### src/rtl/pcm_out_gate_pkg.sv
package pcm_out_gate_pkg;
  typedef enum logic [2:0] {
    ST_HOLD   = 3'd0,
    ST_SETTLE = 3'd1,
    ST_LIVE   = 3'd2,
    ST_NOLOCK = 3'd3,
    ST_REFILL = 3'd4
  } seq_state_t;
endpackage

### src/rtl/pg_sync.sv
module pg_sync #(
  parameter int STAGES = 2
) (
  input  logic clk,
  input  logic async_in,
  output logic sync_out
);
  logic [STAGES-1:0] chain_q = '0;

  generate
    if (STAGES == 1) begin : g_one
      always_ff @(posedge clk) chain_q <= async_in;
    end else begin : g_many
      always_ff @(posedge clk) chain_q <= {chain_q[STAGES-2:0], async_in};
    end
  endgenerate

  assign sync_out = chain_q[STAGES-1];
endmodule

### src/rtl/seq_counter.sv
module seq_counter #(
  parameter int W = 8
) (
  input  logic         clk,
  input  logic         clr,
  input  logic         inc,
  input  logic [W-1:0] last,
  output logic         hit
);
  logic [W-1:0] cnt_q = '0;

  always_ff @(posedge clk) begin
    if (clr)      cnt_q <= '0;
    else if (inc) cnt_q <= cnt_q + 1'b1;
  end

  assign hit = inc & (cnt_q == last);
endmodule

### src/rtl/seq_fsm.sv
module seq_fsm
  import pcm_out_gate_pkg::*;
(
  input  logic       clk,
  input  logic       pg_s,
  input  logic       lock_ok,
  input  logic       smp_stb,
  input  logic       rst_hit,
  input  logic       smp_hit,
  output seq_state_t state_q,
  output seq_state_t state_d,
  output logic       rst_clr,
  output logic       rst_inc,
  output logic       smp_clr,
  output logic       smp_inc,
  output logic       smp_sel_settle
);
  seq_state_t cur_q = ST_HOLD;

  always_comb begin
    state_d = cur_q;
    if (!pg_s) begin
      state_d = ST_HOLD;
    end else begin
      unique case (cur_q)
        ST_HOLD:   if (rst_hit) state_d = ST_SETTLE;
        ST_SETTLE: if (!lock_ok) state_d = ST_NOLOCK;
                   else if (smp_hit) state_d = ST_LIVE;
        ST_LIVE:   if (!lock_ok) state_d = ST_NOLOCK;
        ST_NOLOCK: if (lock_ok) state_d = ST_REFILL;
        ST_REFILL: if (!lock_ok) state_d = ST_NOLOCK;
                   else if (smp_hit) state_d = ST_LIVE;
        default:   state_d = ST_HOLD;
      endcase
    end
  end

  always_ff @(posedge clk) cur_q <= state_d;

  assign state_q        = cur_q;
  assign rst_inc        = pg_s & (cur_q == ST_HOLD);
  assign rst_clr        = ~pg_s | (cur_q != ST_HOLD) | rst_hit;
  assign smp_sel_settle = (cur_q == ST_SETTLE);
  assign smp_inc        = smp_stb & lock_ok & pg_s &
                          ((cur_q == ST_SETTLE) | (cur_q == ST_REFILL));
  assign smp_clr        = (state_d != cur_q);
endmodule

### src/rtl/pcm_out_gate.sv
module pcm_out_gate
  import pcm_out_gate_pkg::*;
#(
  parameter int DATA_W         = 16,
  parameter int SYNC_STAGES    = 2,
  parameter int RST_CYCLES     = 1024,
  parameter int SETTLE_SAMPLES = 18436,
  parameter int REZERO_SAMPLES = 32
) (
  input  logic              clk,
  input  logic              pwr_good,
  input  logic              smp_stb,
  input  logic              lock_ok,
  input  logic [DATA_W-1:0] smp_in,
  output logic              core_rst,
  output logic [DATA_W-1:0] smp_out
);
  localparam int RST_W   = $clog2(RST_CYCLES + 1);
  localparam int SMP_MAX = (SETTLE_SAMPLES > REZERO_SAMPLES) ? SETTLE_SAMPLES : REZERO_SAMPLES;
  localparam int SMP_W   = $clog2(SMP_MAX + 1);
  localparam logic [RST_W-1:0] RST_LAST    = RST_W'(RST_CYCLES - 1);
  localparam logic [SMP_W-1:0] SETTLE_LAST = SMP_W'(SETTLE_SAMPLES - 1);
  localparam logic [SMP_W-1:0] REFILL_LAST = SMP_W'(REZERO_SAMPLES - 1);

  logic       pg_s;
  logic       rst_hit, smp_hit;
  logic       rst_clr, rst_inc, smp_clr, smp_inc, smp_sel_settle;
  seq_state_t state_q, state_d;

  logic              rst_q = 1'b1;
  logic [DATA_W-1:0] out_q = '0;

  pg_sync #(.STAGES(SYNC_STAGES)) u_sync (
    .clk(clk), .async_in(pwr_good), .sync_out(pg_s)
  );

  seq_counter #(.W(RST_W)) u_rst_cnt (
    .clk(clk), .clr(rst_clr), .inc(rst_inc), .last(RST_LAST), .hit(rst_hit)
  );

  seq_counter #(.W(SMP_W)) u_smp_cnt (
    .clk(clk), .clr(smp_clr), .inc(smp_inc),
    .last(smp_sel_settle ? SETTLE_LAST : REFILL_LAST), .hit(smp_hit)
  );

  seq_fsm u_fsm (
    .clk(clk), .pg_s(pg_s), .lock_ok(lock_ok), .smp_stb(smp_stb),
    .rst_hit(rst_hit), .smp_hit(smp_hit),
    .state_q(state_q), .state_d(state_d),
    .rst_clr(rst_clr), .rst_inc(rst_inc),
    .smp_clr(smp_clr), .smp_inc(smp_inc), .smp_sel_settle(smp_sel_settle)
  );

  always_ff @(posedge clk) begin
    rst_q <= (state_d == ST_HOLD);
    out_q <= (state_d == ST_LIVE) ? smp_in : '0;
  end

  assign core_rst = rst_q;
  assign smp_out  = out_q;

  logic chk_en = 1'b0;
  always_ff @(posedge clk) chk_en <= 1'b1;

  AST_RST_ON_PG_LOW: assert property (@(posedge clk) disable iff (!chk_en)
    (!pg_s) |=> core_rst);
  AST_RELEASE_ON_COUNT: assert property (@(posedge clk) disable iff (!chk_en)
    $fell(core_rst) |-> $past(rst_hit));
  AST_MUTE_IN_RST: assert property (@(posedge clk) disable iff (!chk_en)
    core_rst |-> (smp_out == '0));
  AST_LIVE_PASS: assert property (@(posedge clk) disable iff (!chk_en)
    (state_q == ST_LIVE && lock_ok && pg_s) |=> (smp_out == $past(smp_in)));
  AST_MUTE_ON_LOCK_LOSS: assert property (@(posedge clk) disable iff (!chk_en)
    (!lock_ok && state_q != ST_HOLD) |=> (smp_out == '0));
  AST_REFILL_ON_RELOCK: assert property (@(posedge clk) disable iff (!chk_en)
    (state_q == ST_NOLOCK && lock_ok && pg_s) |=> (state_q == ST_REFILL));
endmodule

### config.mk
export PLATFORM = sky130hd
export DESIGN_NAME = pcm_out_gate
export DESIGN_NICKNAME = d
export VERILOG_FILES = /design/src/rtl/pcm_out_gate_pkg.sv /design/src/rtl/pg_sync.sv /design/src/rtl/seq_counter.sv /design/src/rtl/seq_fsm.sv /design/src/rtl/pcm_out_gate.sv
export SDC_FILE = /design/constraint.sdc
export NUM_CORES = 1
export LEC_CHECK = 0
export BUFFER_PORTS_ARGS = -buffer_cell sky130_fd_sc_hd__buf_2
export CAP_MARGIN = 30
export CORE_UTILIZATION = 35
export CTS_BUF_LIST = sky130_fd_sc_hd__clkbuf_8
export CTS_CLUSTER_DIAMETER = 60
export DETAILED_ROUTE_END_ITERATION = 16
export PLACE_DENSITY = 0.62
export SLEW_MARGIN = 25
export SYNTH_ARGS = -nofsm -noshare
export SYNTH_HDL_FRONTEND = slang
export SYNTH_HIERARCHICAL = 1
export SYNTH_SLANG_ARGS = --single-unit
### constraint.sdc
create_clock -name clk -period 7.19 [get_ports clk]
set_clock_uncertainty 0.05 [all_clocks]
set_input_delay 0.719 -clock clk [delete_from_list [all_inputs] [get_ports clk]]
set_output_delay 0.719 -clock clk [all_outputs]
set_load 0.03 [all_outputs]
* Word level (Yosys, flattened, before mapping)
Index checks and enable logic that the tools add are counted.
** Storage, ports and cells
- Flip-flop bits (word level) :: 48
- Bits of input ports :: 20
- Output and inout bits :: 17
** Operators by class
- Bitwise gates (word level) :: 10
- Add/subtract/negate cells :: 2
- Reduce and logical (&&, ||, !) cells :: 4
- Equal/unequal tests :: 8
- Multiplexer cells :: 8
** Operators with widths (count)
- 3-bit 2-to-1 mux :: 6
- 15-bit by 1-bit adder with 15-bit output (second input constant) :: 1
- 15-bit == test :: 1
- 15-bit 2-to-1 mux :: 1
- 3-bit one-hot mux with 4 select lines :: 1
- 11-bit by 1-bit adder with 11-bit output (second input constant) :: 1
- 11-bit by 10-bit == test with 1-bit output (second input constant) :: 1
- 3-bit by 2-bit == test with 1-bit output (second input constant) :: 3
- 1-bit bitwise AND :: 6
- 3-bit zero test :: 2
- 3-bit by 1-bit == test with 1-bit output (second input constant) :: 1
- 3-bit == test (second input constant) :: 1
- 3-bit inequality test :: 1
- 1-bit OR :: 3
- 3-bit nonzero test :: 1
- 2-bit OR reduction :: 1
- 1-bit inverter :: 1

* Longest topological paths before layout
Gate-level depths: netlist (run 1).
- Depth in word-level cells :: 9
- Depth in mapped cells :: 11
- Mapped depth without buffers :: 9

* Hierarchy
Netlist (run 1), hierarchy kept.
** By module, submodules not included
- seq_counter (u_smp_cnt) :: seq. area each 300.3 um^2, cells an instance 93, instances 1, area each 817.0 um^2
- seq_counter (u_rst_cnt) :: seq. area each 220.2 um^2, cells an instance 69, instances 1, area each 610.6 um^2
- pcm_out_gate :: seq. area each 340.3 um^2, cells an instance 40, instances 1, area each 568.0 um^2
- seq_fsm :: seq. area each 60.1 um^2, cells an instance 38, instances 1, area each 307.8 um^2
- pg_sync :: seq. area each 40.0 um^2, cells an instance 2, instances 1, area each 40.0 um^2

* Worst setup path before layout (run 1)
Ideal clock, no wire load.
- Kind :: reg-to-reg
- Start :: register u_fsm.cur_q[0], in the netlist u_fsm/state_q[0]
- End :: register u_smp_cnt.cnt_q[0]
- Path slack :: 4.114 ns
- Clock period less this slack :: 3.076 ns
- Data arrival time :: 2.898 ns
- Stages on the path, launching flop included :: 12
- Path through :: dfxtp_1 > buf_6 > nor3b_1 > inv_1 > xnor2_1 > nand4_1 > nor4_1 > nand2b_1 > a211oi_1 > o311ai_1 > clkbuf_1 > nor2_1
** Between the ends
- Longest elaborated chain between the ends :: 9
- Elaborated cells between the ends (all ways) :: 21
- Those cells by class :: eq/ne (6); mux (8); bitwise (5); reduce/logical (2)
** RTL lines
- start: declaration :: RTL line seq_fsm.sv:18 : seq_state_t cur_q = ST_HOLD;
- start signal: assignment :: RTL line seq_fsm.sv:38 : always_ff @(posedge clk) cur_q <= state_d;
- 3-bit by 1-bit == test with 1-bit output * :: RTL line seq_fsm.sv:43 : assign smp_sel_settle = (cur_q == ST_SETTLE);
- net smp_sel_settle :: RTL line pcm_out_gate.sv:27 : logic rst_clr, rst_inc, smp_clr, smp_inc, smp_sel_settle;
- 15-bit 2-to-1 mux / 1-bit OR (equally long branches) :: RTL line pcm_out_gate.sv:43, seq_fsm.sv:45
- 15-bit == test / 1-bit bitwise AND (equally long branches) :: RTL line seq_counter.sv:17, seq_fsm.sv:44
- 1-bit bitwise AND * :: RTL line seq_counter.sv:17 : assign hit = inc & (cnt_q == last);
- net smp_hit :: RTL line pcm_out_gate.sv:26 : logic rst_hit, smp_hit;
- 3-bit 2-to-1 mux * :: RTL line seq_fsm.sv:28, seq_fsm.sv:32
- 3-bit 2-to-1 mux * :: RTL line seq_fsm.sv:31 : ST_REFILL: if (!lock_ok) state_d = ST_NOLOCK;
- 3-bit one-hot mux with 4 select lines * :: RTL line seq_fsm.sv:25 : unique case (cur_q)
- 3-bit 2-to-1 mux * :: RTL line seq_fsm.sv:22 : if (!pg_s) begin
- 3-bit inequality test * :: RTL line seq_fsm.sv:46 : assign smp_clr = (state_d != cur_q);
- net smp_clr :: RTL line pcm_out_gate.sv:27
- end signal: assignment :: RTL line seq_counter.sv:14 : else if (inc) cnt_q <= cnt_q + 1'b1;
- end: declaration :: RTL line seq_counter.sv:10 : logic [W-1:0] cnt_q = '0;
The timed path passes the listed nets; every way through them passes the cells marked *.
A chain may end at the register's enable or synchronous reset.

* Worst setup path after layout (run 1)
- Start :: register u_fsm.cur_q[0], in the netlist u_fsm/state_q[0]
- End :: register out_q[6], in the netlist smp_out[6]
** Between the ends
- Longest elaborated chain between the ends :: 9
- Elaborated cells between the ends (all ways) :: 21
- Those cells by class :: eq/ne (6); mux (8); bitwise (5); reduce/logical (2)
** RTL lines
- 3-bit by 1-bit == test with 1-bit output * :: RTL line seq_fsm.sv:43
- net smp_sel_settle :: RTL line pcm_out_gate.sv:27
- 15-bit 2-to-1 mux / 1-bit OR (equally long branches) :: RTL line pcm_out_gate.sv:43, seq_fsm.sv:45
- 15-bit == test / 1-bit bitwise AND (equally long branches) :: RTL line seq_counter.sv:17, seq_fsm.sv:44
- 1-bit bitwise AND * :: RTL line seq_counter.sv:17
- net smp_hit :: RTL line pcm_out_gate.sv:26
- 3-bit 2-to-1 mux * :: RTL line seq_fsm.sv:28, seq_fsm.sv:32
- 3-bit 2-to-1 mux * :: RTL line seq_fsm.sv:31
- 3-bit one-hot mux with 4 select lines * :: RTL line seq_fsm.sv:25
- 3-bit 2-to-1 mux * :: RTL line seq_fsm.sv:22
- net state_d[1] :: RTL line pcm_out_gate.sv:28 : seq_state_t state_q, state_d;
- 3-bit by 2-bit == test with 1-bit output * :: RTL line pcm_out_gate.sv:56 : out_q <= (state_d == ST_LIVE) ? smp_in : '0;
- end signal: assignment :: RTL line pcm_out_gate.sv:56
- end: declaration :: RTL line pcm_out_gate.sv:31 : logic [DATA_W-1:0] out_q = '0;
Marked as above.

==> results of run 1 <==
cell families after synthesis:
kind of cell    share of synthesized area, %
mux                                    0.854
flops                                   41.0
xor+xnor                                15.7
buf+inv                                 4.27
compound gates                          7.85
simple gates                            28.9
other cells                            0.320
fa+ha+maj                               1.07
placed cells by master, fill, tap and decap left out, drive strengths merged, types with 3 or more instances in the layout:
master / count
or4: 3
inv: 4
nor2: 19
buf: 39
nand3: 5
dfxtp: 48
nand2b: 5
xor2: 6
and4bb: 7
conb: 21
o21ai: 7
nand2: 11
nor4bb: 9
nand4: 16
clkbuf: 5
nor4b: 3
a21oi: 12
o31ai: 3
or3: 6
xnor2: 36
nor3: 8
nor4: 3
worst max-delay path by stage:
stage,cells past startpoint,endpoint,slack (ns),start
2_1_floorplan,11,u_smp_cnt/cnt_q[0],4.11,u_fsm/state_q[0]
3_3_place_gp,10,u_smp_cnt/cnt_q[2],3.94,lock_ok
3_5_place_dp,10,smp_out[6],3.80,lock_ok
4_1_cts,10,smp_out[6],3.87,u_fsm/state_q[0]
5_1_grt,10,smp_out[7],3.53,u_fsm/state_q[0]
6_report,10,smp_out[6],3.92,u_fsm/state_q[0]
stage by stage:
stage / utilization (%) / hold WS, ns / instance area [um^2] / setup slack (ns) / power [mW]
floorplan: - / 0.260 / 2410 / 4.11 / 0.294
global placement: 40.9 / 0.272 / 2630 / 3.94 / 0.303
detailed placement: 40.9 / 0.263 / 2630 / 3.80 / 0.303
CTS: 42.7 / 0.298 / 2740 / 3.87 / 0.503
global route: 42.7 / 0.302 / 2740 / 3.53 / 0.519
finish: 42.7 / 0.294 / 2740 / 3.92 / 0.496
layout make-up:
cell class              count  share of cell area (%)
clock buffers               5                    2.51
clock inverters             3                    1.69
inverters                   3                   0.410
multi-input cells         198                    49.5
flip-flops and latches     48                    35.0
well taps                  77                    3.51
repair buffers             39                    7.39
power groups by stage:
stage,Clock [mW],Sequential [mW],Combinational (mW)
after floorplan,0,0.276,0.0183
after global placement,0,0.277,0.0261
after detailed placement,0,0.277,0.0263
after CTS,0.206,0.271,0.0265
after global routing,0.218,0.271,0.0300
final,0.199,0.271,0.0264
layer usage:
metal  share of wire, %  global-route usage (%)
met5                  0                       0
met4               0.88                    3.76
met3                4.2                    3.26
met2                 46                    20.3
met1                 49                    18.5
registers in the layout, summed over array words and instances (netlist names):
signal / count
u_smp_cnt/cnt_q: 15
u_rst_cnt/cnt_q: 11
u_fsm/state_q: 3
u_sync/chain_q: 2
core_rst: 1
smp_out: 16
==> results.cfg, run 1 <==
[floorplan]
die_w_um = 83.8
core-area_mm2 = 0.00642
rows = 29
die_h_um = 83.8
start_util_pct = 36.5
pin_count = 37
dieArea_mm2 = 0.00703

[detailed_routing]
drt-initial-drc-count = 116
routed_wl_mm = 4.31
drtPass1Iterations = 4
wl_per_cell_um = 11.6
ant_nets = 0
remaining_drc_errors = 0
via_per_inst = 4.98
via_count = 1858

[sta]
finalCriticalPeriod_ns = 3.27
tns_ns = 0
setup_violations = 0
slew_viol_final = 0
timing.fmax_mhz = 306
tightest_slew_ns = 0.714
rsz0062_at_grt = no
hold_viol = 0
slew_headroom_pct = 52.3
fin_crit_sh_pct = 45.5

[logic_synthesis]
synth-seq-cells = 48
yosysTopAreaCellShare_pct = 41.0
synthesis.area_mm2 = 0.00234
synth_area_leaders = dfxtp_1, xnor2_1, nor4bb_1
synth.avg_cell_area_um2 = 9.68
syn_inst = 242
ys.flop_type = dfxtp_1
synthArstFlopShare_pct = 0
yosys.cell_types.count = 42
synth_most_common_cell = dfxtp_1
synthTopCellsByCount = dfxtp_1, xnor2_1, nor2_1
yosysWarnings = 6
yosysTopAreaCell = dfxtp_1
yosysSeqAreaShare_pct = 41.0
synth-edff-count = 0

[finish]
multi_input_area_mm2 = 0.00136
register_area_um2 = 961
instances_no_fill = 373
drive_gt1_share_pct = 21.6
fill_cells = 624
area_growth_pct = 17.1
layout.nets = 317
diodes = 0

[worst_setup_path]
critical-path-slowest-cell = dfxtp_1
worstPathMaxFanout = 18
startpoint_type = register
cp_cell_sequence = nor3b_1, inv_1, xnor2_1, nand4_1, nor4_1, nand2b_1, a21oi_1, a311oi_1, buf_4, nor4bb_1
cp_data_arrival_time_ns = 3.43
r2r-end = smp_out[6]
crit_family = simple AND/OR/NAND/NOR gates
path_class = reg2reg
reg2reg_slack_ns = 3.92
end_kind = register
critical_path_buf_inv_count = 2
r2r_cells = 10
cp_slowest_stage_delay_ns = 0.62
required_ns = 7.35
worstReg2RegStart = u_fsm/state_q[0]

[placed_design]
gp_congestion = 0.776
dpl.hpwl_mm = 2.99
dp.cells = 365
port_buffers = 36

[clock_network]
ctsRootBufferMaster = clkbuf_8
cts_buffer_depth = 2
cts_tree = built
clock-sinks = 48
cts_made_buffers = 5
path_clk_slew_ns = 0.09
cts_hold_buf = 0
cts_max_level = 2
cts_resized = 0
cts_setup_buffers = 0
clkLatencyLatePin_ns = 0.30

[global_routing]
grt_max_degree = 19
grt_pass1_vias = 1712
grtUsageTotal_pct = 13.3
grt_pass1_wl_mm = 7.78
antenna_found_initial = 0
grt-ovfl-total = 0

[min_path]
min_from = u_sync/chain_q[0]
min_to = u_sync/chain_q[1]
min_path_cells = 0
hp-class = reg2reg

[power_and_ir_drop]
ir_worst_vdd_uv = 123
power-per-cell-area_mw_per_mm2 = 181
clkPwrFrac_pct = 40.1
seq_power_share_pct = 54.6
p_int_mw = 0.386
p_switching_mw = 0.110
power_leakage_nw = 1.00
comb_power_share_pct = 5.3
swShare_pct = 22.2

[status]
status = finished, final reports clean

[job]
max_cap_violations = 0
No activity file was read; power rests on OpenSTA's default activity.
==> run 2, diff against run 1 <==
Clock period 7.19 ns to 3.3 ns, I/O delays scaled along.
==> results.cfg, run 2 (synthesis gave the netlist of run 1 again) <==
[power_and_ir_drop]
ir_worst_vdd_uv = 188
p_switching_mw = 0.238
p_int_mw = 0.918
clkPwrFrac_pct = 44.0
p_total_mw = 1.16
power_leakage_nw = 1.04
comb_power_share_pct = 5.0
power-per-cell-area_mw_per_mm2 = 413
seq_power_share_pct = 51.0
swShare_pct = 20.6

[placed_design]
dp.cells = 369
dpl.hpwl_mm = 3.08
port_buffers = 36
gp_congestion = 0.752

[detailed_routing]
routed_wl_mm = 4.45
drt-initial-drc-count = 71
drtPass1Iterations = 4
ant_nets = 0
wl_per_cell_um = 11.8
via_per_inst = 4.86
remaining_drc_errors = 0
via_count = 1834

[clock_network]
cts_buffer_depth = 2
path_clk_slew_ns = 0.09
clock-sinks = 48
cts_setup_buffers = 0
cts_made_buffers = 5
ctsRootBufferMaster = clkbuf_8
cts_resized = 0
cts_tree = built
clkLatencyLatePin_ns = 0.30
cts_hold_buf = 0
cts_max_level = 2

[worst_setup_path]
critical-path-slowest-cell = nor4_1
crit_family = simple AND/OR/NAND/NOR gates
end_kind = register
path_class = reg2reg
startpoint_type = register
required_ns = 3.44
worstPathMaxFanout = 15
cp_cell_sequence = nor3b_1, buf_4, inv_1, xnor2_1, nand4_1, nor4_1, nand2b_1, a211oi_1, o311ai_1, buf_4, nor2_1
critical_path_buf_inv_count = 3
crit_top_cell = buf_4
cp_data_arrival_time_ns = 3.06
cp_slowest_stage_delay_ns = 0.55

[floorplan]
rows = 29
core-area_mm2 = 0.00642
die_w_um = 83.8
die_h_um = 83.8
start_util_pct = 36.5
dieArea_mm2 = 0.00703
pin_count = 37

[global_routing]
use_met1_pct = 17.7
grt_pass1_vias = 1697
grt-ovfl-total = 0
grtUsageTotal_pct = 13.2
grt_max_degree = 19
grt_pass1_wl_mm = 7.65
antenna_found_initial = 0
grt.busiest_layer = met2
use_met2_pct = 20.9
use_met3_pct = 3.26

[sta]
setup_violations = 0
slew_headroom_pct = 53.1
tightest_slew_ns = 0.703
tns_ns = 0
fin_crit_sh_pct = 88.4
rsz0062_at_grt = no
timing.fmax_mhz = 343
whs_ns = 0.0772
slew_viol_final = 0
finalCriticalPeriod_ns = 2.92
hold_viol = 0

[finish]
instances_no_fill = 377
diodes = 0
largest_reg_flops = 16
mostFrequentLayoutCell = dfxtp_1
layout_common_cells = dfxtp_1, buf_2, xnor2_1, conb_1, nor2_1
layout.nets = 321
drive_gt1_share_pct = 22.7
area_growth_pct = 19.3

[job]
max_cap_violations = 0

[min_path]
hp-class = in2reg

[status]
status = finished, final reports clean
==> run 2: cell types whose count changed in the layout (fill, tap and decap cells not counted), sizes merged <==
| cell | before | now |
|---|---|---|
| buf | 39 | 43 |
| bufinv | 1 | 2 |
| clkinvlp | 1 | 0 |
==> run 2: area by class of cell <==
class                      count  area, um^2
fill                         638        3630
sequential                    48         961
multi-input combinational    198        1360
clock buffer                   5        68.8
timing repair buffer          43         233
tap                           77        96.3
inverter                       3        11.3
clock inverter                 3        68.8
==> run 2: power groups by stage <==
stage          Combinational (mW)  Clock (mW)  Sequential (mW)
6_report                   0.0583       0.508            0.589
3_3_place_gp               0.0580           0            0.603
4_1_cts                    0.0587       0.524            0.589
2_1_floorplan              0.0398           0            0.601
3_5_place_dp               0.0583           0            0.603
5_1_grt                    0.0664       0.546            0.590
==> run 2: routing by layer <==
metal	wire length [um]	up-vias	share of wire (%)
li1	-	958	-
met1	2280	835	51
met2	1960	36	44
met3	166	5	3.7
met4	48	0	1.1
met5	0	-	0
==> run 2: worst register-to-register path, cell delays in order (launching register included) <==
cell	delay [ns]
dfxtp_1	0.41
nor3b_1	0.29
buf_4	0.18
inv_1	0.08
xnor2_1	0.15
nand4_1	0.11
nor4_1	0.55
nand2b_1	0.23
a211oi_1	0.08
o311ai_1	0.33
buf_4	0.27
nor2_1	0.07
==> run 2: through the flow <==
stage / setup slack [ns] / utilization, % / instance area, um^2
2_1_floorplan: 0.224 / - / 2410
3_3_place_gp: 0.457 / 41.3 / 2660
3_5_place_dp: 0.369 / 41.4 / 2660
4_1_cts: 0.331 / 43.5 / 2800
5_1_grt: 0.0701 / 43.5 / 2800
6_report: 0.383 / 43.5 / 2800
==> run 2: path summary, 6_finish.rpt <==
check	startpoint	end	slack [ns]	cells past startpoint
setup / recovery	u_fsm/state_q[2]	u_smp_cnt/cnt_q[9]	0.38	11
hold / removal	pwr_good	u_sync/chain_q[0]	0.08	1
hold reg to reg	u_sync/chain_q[0]	u_sync/chain_q[1]	0.29	0
setup reg to reg	u_fsm/state_q[2]	u_smp_cnt/cnt_q[9]	0.38	11
==> run 3, diff against run 2 <==
Settings changed: CELL_PAD_IN_SITES_DETAIL_PLACEMENT from default to 0, CELL_PAD_IN_SITES_GLOBAL_PLACEMENT from default to 1, PLACE_DENSITY 0.62 to 0.74.
==> results.cfg, run 3 (synthesis gave the netlist of run 1 again) <==
[job]
max_cap_violations = 0

[finish]
mostFrequentLayoutCell = dfxtp_1
drive_gt1_share_pct = 23.3
fin_area_mm2 = 0.00283
instances_no_fill = 378
fill_cells = 644
largest_reg_flops = 16
area_growth_pct = 20.8
layout.nets = 322
diodes = 0
fin_util_pct = 44.1
layout_common_cells = dfxtp_1, buf_2, xnor2_1, conb_1, nor2_1

[sta]
tns_ns = 0
timing.fmax_mhz = 366
slew_headroom_pct = 54.8
slew_viol_final = 0
hold_viol = 0
fin_crit_sh_pct = 82.8
rsz0062_at_grt = no
finalCriticalPeriod_ns = 2.73
tightest_slew_ns = 0.679
setup_violations = 0
whs_ns = 0.0917

[global_routing]
antenna_found_initial = 0
grt_max_degree = 19
grtUsageTotal_pct = 12.9
grt_pass1_vias = 1681
grt_pass1_wl_mm = 7.39
grt-ovfl-total = 0

[detailed_routing]
via_count = 1850
drtPass1Iterations = 4
via_per_inst = 4.89
wl_per_cell_um = 11.6
remaining_drc_errors = 0
routed_wl_mm = 4.37
drt-initial-drc-count = 48
ant_nets = 0

[worst_setup_path]
cp_slowest_stage_delay_ns = 0.42
crit_family = simple AND/OR/NAND/NOR gates
startpoint_type = register
cp_cell_sequence = nor3b_1, inv_1, xnor2_1, nand4_1, nor4_2, a2111oi_1, o31a_1, buf_4, nor4bb_1
required_ns = 3.46
cp_data_arrival_time_ns = 2.89
path_class = reg2reg
critical_path_buf_inv_count = 2
worstPathMaxFanout = 11
end_kind = register
critical-path-slowest-cell = dfxtp_1

[power_and_ir_drop]
power-per-cell-area_mw_per_mm2 = 432
power_leakage_nw = 1.06
ir_worst_vdd_uv = 190

[min_path]
hp-class = in2reg

[floorplan]
pin_count = 37
start_util_pct = 36.5
rows = 29
core-area_mm2 = 0.00642
dieArea_mm2 = 0.00703
die_w_um = 83.8
die_h_um = 83.8

[status]
status = finished, final reports clean

[clock_network]
cts_setup_buffers = 0
cts_tree = built
cts_max_level = 2
cts_made_buffers = 5
ctsRootBufferMaster = clkbuf_8
clock-sinks = 48
path_clk_slew_ns = 0.09
cts_buffer_depth = 2
clkLatencyLatePin_ns = 0.30

[placed_design]
gp_congestion = 0.780
dp.cells = 370
dpl.hpwl_mm = 3.17
dpl_cell_area_mm2 = 0.00267
port_buffers = 36
==> run 3: cell types whose count changed in the layout (fill, tap and decap cells not counted), sizes merged <==
| cell | before | now |
|---|---|---|
| inv | 4 | 3 |
| bufinv | 2 | 3 |
| buf | 43 | 44 |
==> run 3: final timing paths <==
path,start,to,slack [ns],cells past startpoint
setup / recovery,u_fsm/state_q[2],smp_out[7],0.57,9
hold / removal,pwr_good,u_sync/chain_q[0],0.09,1
setup reg to reg,u_fsm/state_q[2],smp_out[7],0.57,9
hold reg to reg,u_sync/chain_q[0],u_sync/chain_q[1],0.29,0
==> run 3: worst reg2reg max path, cell delays in order, from the launching register on <==
cell and delay [ns]:
dfxtp_1 0.42, nor3b_1 0.32, inv_1 0.15, xnor2_1 0.17, nand4_1 0.12, nor4_2 0.42, a2111oi_1 0.14, o31a_1 0.37
buf_4 0.21, nor4bb_1 0.28
==> run 3: what timing repair did <==
action / CTS / global route
gates resized for setup: 0 / 1
endpoints found under the hold margin: 0 / 0
hold buffers: 0 / 0
endpoints found under the setup margin: 0 / 3
==> run 3: stage by stage <==
stage	power [mW]	setup slack, ns
final	1.22	0.567
after CTS	1.24	0.402
after global routing	1.27	0.161
after detailed placement	0.661	0.442
after global placement	0.661	0.570
after floorplan	0.641	0.224
==> run 3: cell type report <==
class	count	area, um^2	area share (%)
multi-input combinational	198	1360	48.2
sequential	48	961	33.9
inverter	3	11.3	0.398
clock inverter	3	90.1	3.18
clock buffer	5	68.8	2.43
timing repair buffer	44	240	8.48
tap	77	96.3	3.40
==> run 3: power by group <==
part | internal [mW] | switching (mW)
Combinational | 0.0298 | 0.0280
Clock | 0.379 | 0.198
Sequential | 0.583 | 0.00656
==> run 3: layer usage <==
metal / vias to the layer above / GRT usage, % / wire (um)
li1: 968 / - / -
met1: 852 / 16.5 / 2220
met2: 25 / 21.1 / 1970
met3: 5 / 3.07 / 141
met4: 0 / 4.55 / 39
met5: - / 0 / 0
